File: config.mk
export PLATFORM = sky130hd
export DESIGN_NAME = dsk_train_gen
export DESIGN_NICKNAME = d
export VERILOG_FILES = /design/src/rtl/dsk_pkg.sv /design/src/rtl/dsk_train_timer.sv /design/src/rtl/dsk_pattern_sel.sv /design/src/rtl/dsk_lane_mux.sv /design/src/rtl/dsk_train_gen.sv
export SDC_FILE = /design/constraint.sdc
export NUM_CORES = 1
export LEC_CHECK = 0
export BUFFER_PORTS_ARGS = -buffer_cell sky130_fd_sc_hd__buf_2
export CAP_MARGIN = 25
export CORE_ASPECT_RATIO = 1.2
export CORE_MARGIN = 2
export CORE_UTILIZATION = 30
export CTS_BUF_LIST = sky130_fd_sc_hd__clkbuf_2 sky130_fd_sc_hd__clkbuf_4 sky130_fd_sc_hd__clkbuf_8
export DETAILED_ROUTE_END_ITERATION = 8
export PLACE_DENSITY = 0.75
export SYNTH_ARGS = -nofsm -noshare
export SYNTH_HDL_FRONTEND = slang
export SYNTH_SLANG_ARGS = --single-unit
File: constraint.sdc
create_clock -name clk_i -period 3.4 [get_ports clk_i]
set_input_delay 0.51 -clock clk_i [delete_from_list [all_inputs] [get_ports clk_i]]
set_output_delay 0.51 -clock clk_i [all_outputs]
set_load 0.005 [all_outputs]
File: src/rtl/dsk_pkg.sv
package dsk_pkg;
  localparam int SYM_W = 7;
  typedef logic [SYM_W-1:0] sym_t;

  typedef struct packed {
    logic opt;
    logic alt;
  } train_cfg_t;

  localparam sym_t NORM_CLK_SYM = 7'b1100011;
  localparam sym_t OPT_HI_CLK0  = 7'b1111000;
  localparam sym_t OPT_HI_CLK1  = 7'b1110000;
  localparam sym_t OPT_LO_CLK0  = 7'b1111100;
  localparam sym_t OPT_LO_CLK1  = 7'b1100000;
  localparam sym_t OPT_LO_DAT0  = 7'b1111000;
  localparam sym_t OPT_LO_DAT1  = 7'b1110000;
endpackage

File: src/rtl/dsk_train_timer.sv
module dsk_train_timer #(
  parameter int LOCK_W    = 16,
  parameter int TRAIN_MIN = 4096
) (
  input  logic              clk_i,
  input  logic              rst_ni,
  input  logic              start_i,
  input  logic [LOCK_W-1:0] lock_dly_i,
  output logic              busy_o,
  output logic              done_o,
  output logic              phase_o
);
  localparam int MIN_W = $clog2(TRAIN_MIN + 1);
  localparam int CNT_W = ((LOCK_W > MIN_W) ? LOCK_W : MIN_W) + 1;

  logic [CNT_W-1:0] cnt_q;
  logic             phase_q;
  logic             done_q;
  logic [CNT_W-1:0] load_val;

  assign load_val = CNT_W'(lock_dly_i) + CNT_W'(TRAIN_MIN);

  always_ff @(posedge clk_i or negedge rst_ni) begin
    if (!rst_ni) begin
      cnt_q   <= '0;
      phase_q <= 1'b0;
      done_q  <= 1'b0;
    end else if (start_i) begin
      cnt_q   <= load_val;
      phase_q <= 1'b0;
      done_q  <= 1'b0;
    end else if (cnt_q != '0) begin
      cnt_q   <= cnt_q - 1'b1;
      phase_q <= ~phase_q;
      if (cnt_q == CNT_W'(1)) done_q <= 1'b1;
    end
  end

  assign busy_o  = (cnt_q != '0);
  assign done_o  = done_q;
  assign phase_o = phase_q;
endmodule

File: src/rtl/dsk_pattern_sel.sv
module dsk_pattern_sel
  import dsk_pkg::*;
(
  input  train_cfg_t cfg_i,
  input  logic       phase_i,
  output sym_t       clk_sym_o,
  output sym_t       lane_sym_o
);
  always_comb begin
    if (cfg_i.opt) begin
      clk_sym_o  = cfg_i.alt ? OPT_HI_CLK1 : OPT_HI_CLK0;
      // phase 0 is the first training cycle: all ones
      lane_sym_o = phase_i ? '0 : '1;
    end else begin
      clk_sym_o  = cfg_i.alt ? OPT_LO_CLK1 : OPT_LO_CLK0;
      lane_sym_o = cfg_i.alt ? OPT_LO_DAT1 : OPT_LO_DAT0;
    end
  end
endmodule

File: src/rtl/dsk_lane_mux.sv
module dsk_lane_mux
  import dsk_pkg::*;
#(
  parameter int LANES = 8
) (
  input  logic                   train_i,
  input  sym_t                   lane_sym_i,
  input  logic [SYM_W*LANES-1:0] data_i,
  output logic [SYM_W*LANES-1:0] data_sym_o
);
  for (genvar g = 0; g < LANES; g++) begin : g_lane
    assign data_sym_o[g*SYM_W +: SYM_W] =
      train_i ? lane_sym_i : data_i[g*SYM_W +: SYM_W];
  end
endmodule

File: src/rtl/dsk_train_gen.sv
module dsk_train_gen
  import dsk_pkg::*;
#(
  parameter int LANES     = 8,
  parameter int LOCK_W    = 16,
  parameter int TRAIN_MIN = 4096
) (
  input  logic                   clk_i,
  input  logic                   rst_ni,
  input  logic                   start_i,
  input  logic                   opt_i,
  input  logic                   alt_i,
  input  logic [LOCK_W-1:0]      lock_dly_i,
  input  logic [SYM_W*LANES-1:0] data_i,
  output logic [SYM_W-1:0]       clk_sym_o,
  output logic [SYM_W*LANES-1:0] data_sym_o,
  output logic                   busy_o,
  output logic                   done_o
);
  train_cfg_t cfg_q;
  logic       busy;
  logic       phase;
  sym_t       trn_clk_sym;
  sym_t       trn_lane_sym;

  always_ff @(posedge clk_i or negedge rst_ni) begin
    if (!rst_ni)      cfg_q <= '0;
    else if (start_i) cfg_q <= '{opt: opt_i, alt: alt_i};
  end

  dsk_train_timer #(
    .LOCK_W   (LOCK_W),
    .TRAIN_MIN(TRAIN_MIN)
  ) timer_i (
    .clk_i     (clk_i),
    .rst_ni    (rst_ni),
    .start_i   (start_i),
    .lock_dly_i(lock_dly_i),
    .busy_o    (busy),
    .done_o    (done_o),
    .phase_o   (phase)
  );

  dsk_pattern_sel pat_i (
    .cfg_i     (cfg_q),
    .phase_i   (phase),
    .clk_sym_o (trn_clk_sym),
    .lane_sym_o(trn_lane_sym)
  );

  dsk_lane_mux #(.LANES(LANES)) mux_i (
    .train_i   (busy),
    .lane_sym_i(trn_lane_sym),
    .data_i    (data_i),
    .data_sym_o(data_sym_o)
  );

  assign clk_sym_o = busy ? trn_clk_sym : NORM_CLK_SYM;
  assign busy_o    = busy;
endmodule

==> reports/results.ini <==
[drt]
via_count = 1998
ant_nets = 0
drt-initial-drc-count = 67
vias_per_cell = 4.85
routedWlPerCell_um = 13.4
wirelength_um = 5530
drt-pass1-iter-count = 4
post-route-drc-count = 0

[worst_setup_path]
crit_chain = inv_1, ha_1, or4b_1, or4_4, clkinv_8, a211oi_1, a21o_1, buf_2
cp_slowest_stage_delay_ns = 0.61
critPathCaptureType = output port
critPathLaunchType = register
r2r_cells = 7
path_buf_inv = 3
crit_family = simple AND/OR/NAND/NOR gates
path_class = register to output port
r2r_end = timer_i.cnt_q[14]
rr_startpoint = timer_i.cnt_q[0]
cp_max_fo = 11
crit_arrival_ns = 2.71
rrSetupSlack_ns = 0.96
slowest_stage = or4_4
worstPathRequired_ns = 2.89

[sta]
fin_crit_ns = 3.22
hold_violations = 0
fin_setup_tns_ns = 0
report.final.slew_viol_count = 0
setup_violations = 0
worst_pin_slew_ns = 0.957
rsz0062_at_grt = false
fin_crit_sh_pct = 94.7
fin_skew_ns = 0.00357
fmax_mhz = 311
slew_headroom_pct = 35.8

[yosys]
synth_top_cell_area_share_pct = 28.8
syn_area_per_cell_sq_um = 9.02
synth_area_leaders = dfrtp_1, a21o_1, o21a_1
synth-seq-cells = 21
yosys-top-cells-count = a21o_1, o21a_1, dfrtp_1, nor2_1, xnor2_1
ys_seq_area_share_pct = 28.8
synth_cells = 202
synthMostInstantiatedCell = a21o_1
yosys_warnings = 0
synth_area_sq_um = 1820
synth_ff_type = dfrtp_1
synth_edf_count = 0
ys_types = 40
synth_top_area_cell = dfrtp_1
synthArstFlopShare_pct = 100

[final_layout]
final_core_util_pct = 43.4
syn_to_final_growth_pct = 41.5
final_nets = 411
n_antenna_cell = 0
drive_gt1_share_pct = 47.0

[cts]
ctsHtreeMaxLevel = 1
clock-root-buffer = clkbuf_8
tritoncts = built
cts_buffers = 3
cts.path.max_buffers = 2
post_cts_resized = 2
hold_buffers = 0
postCtsSetupBuffers = 0
clock_latency_ns = 0.28
path_clk_slew_ns = 0.08
cts_sinks = 21

[placed_design]
routabilityCongestion = 0.830
io_buffers = 139
dp_hpwl_um = 4250

[power_and_ir_drop]
cellPowerDensity_nw_per_um2 = 309
vdd_drop_max_uv = 144
seqPwrFrac_pct = 40.0
total_power_mw = 0.796
static-leakage-power_nw = 1.39
clock_power_share_pct = 22.1
comb_power_share_pct = 37.9
switching_share_pct = 34.0
p_sw_mw = 0.271
p_int_mw = 0.525

[floorplanning]
die_h_um = 89.4
floorplan.die_area_sq_um = 6710
ioPinCount = 142
coreArea_sq_um = 5930
die_width_um = 75.1
start_util_pct = 30.7
rows = 31

[grt]
grt_pass1_vias = 1577
grt_antenna_before_repair = 0
grt_start_max_net_pins = 34
track_usage_pct = 14.6
grt_overflow_total = 0
grt_pass1_wl_um = 7530

[run_status]
status = complete, no violations

[hold_path]
hp-class = input pin to asynchronous set/reset pin

[flow_run]
maxCapViolations = 0

[layer usage]
layer	GRT usage [%]	vias up	wire (um)
met4	5.58	0	72
li1	-	994	-
met2	22.7	84	2680
met1	20.1	916	2370
met3	2.37	4	408
met5	0	-	0
[state kept, by name, indices dropped and copies added (netlist names)]
signal,flops
cfg_q,2
timer_i.phase_o,1
timer_i.done_o,1
timer_i.cnt_q,17
[cell families after synthesis]
kind of cell	share of synthesized area, %
multiplexers	2.40
buffers and inverters	7.90
AND/OR/NAND/NOR	19.0
flip-flops	28.8
XOR/XNOR	7.69
AO/OA/AOI/OAI	31.9
other	0.206
adder cells (fa/ha/maj)	2.06
[placed cells by master (no fill, tap or decap), drive strengths merged, types with 4 or more instances in the layout]
master / netlist / layout
a22o: 7 / 7
nand2b: 6 / 6
nor3: 7 / 7
xor2: 5 / 5
a21o: 32 / 32
o31ai: 4 / 4
buf: 11 / 140
nor2: 14 / 14
nand4: 5 / 5
nand2: 5 / 5
or3: 5 / 5
o21a: 24 / 24
nor4: 4 / 4
or4: 5 / 5
xnor2: 11 / 11
dfrtp: 21 / 21
[worst max-delay path by stage]
| stage | from | to | slack, ns | cells after the start |
|---|---|---|---|---|
| after CTS | timer_i.cnt_q[0] | data_sym_o[54] | 0.08 | 7 |
| after floorplan | timer_i.cnt_q[0] | data_sym_o[0] | 0.71 | 9 |
| after global placement | timer_i.cnt_q[0] | data_sym_o[53] | 0.36 | 7 |
| final | timer_i.cnt_q[0] | data_sym_o[10] | 0.18 | 8 |
| after global routing | timer_i.cnt_q[0] | data_sym_o[45] | 0.02 | 8 |
| after detailed placement | timer_i.cnt_q[0] | data_sym_o[54] | 0.26 | 7 |
[through the flow]
stage | setup WS, ns | hold WS (ns) | cells | area, sq um
finish | 0.181 | 0.173 | 412 | 2580
global route | 0.0189 | 0.215 | 412 | 2580
CTS | 0.0816 | 0.206 | 412 | 2570
detailed placement | 0.261 | 0.496 | 408 | 2520
global placement | 0.363 | 0.492 | 408 | 2520
floorplan | 0.708 | 0.214 | 203 | 1830
[power groups by stage]
stage | combinational [mW] | sequential (mW) | clock (mW)
CTS | 0.303 | 0.317 | 0.174
floorplan | 0.177 | 0.311 | 0
detailed placement | 0.300 | 0.322 | 0
finish | 0.302 | 0.318 | 0.176
global placement | 0.296 | 0.320 | 0
global route | 0.340 | 0.323 | 0.182
[layout make-up]
type                            instances  area (sq um)
Sequential cell                        21           526
Timing Repair Buffer                  140           703
Clock buffer                            3          41.3
Multi-Input combinational cell        161          1170
Inverter                                4          27.5
Tap cell                               82           103
Fill cell                             604          3360
Clock inverter                          1          5.00
No activity file was read; power rests on OpenSTA's default activity.
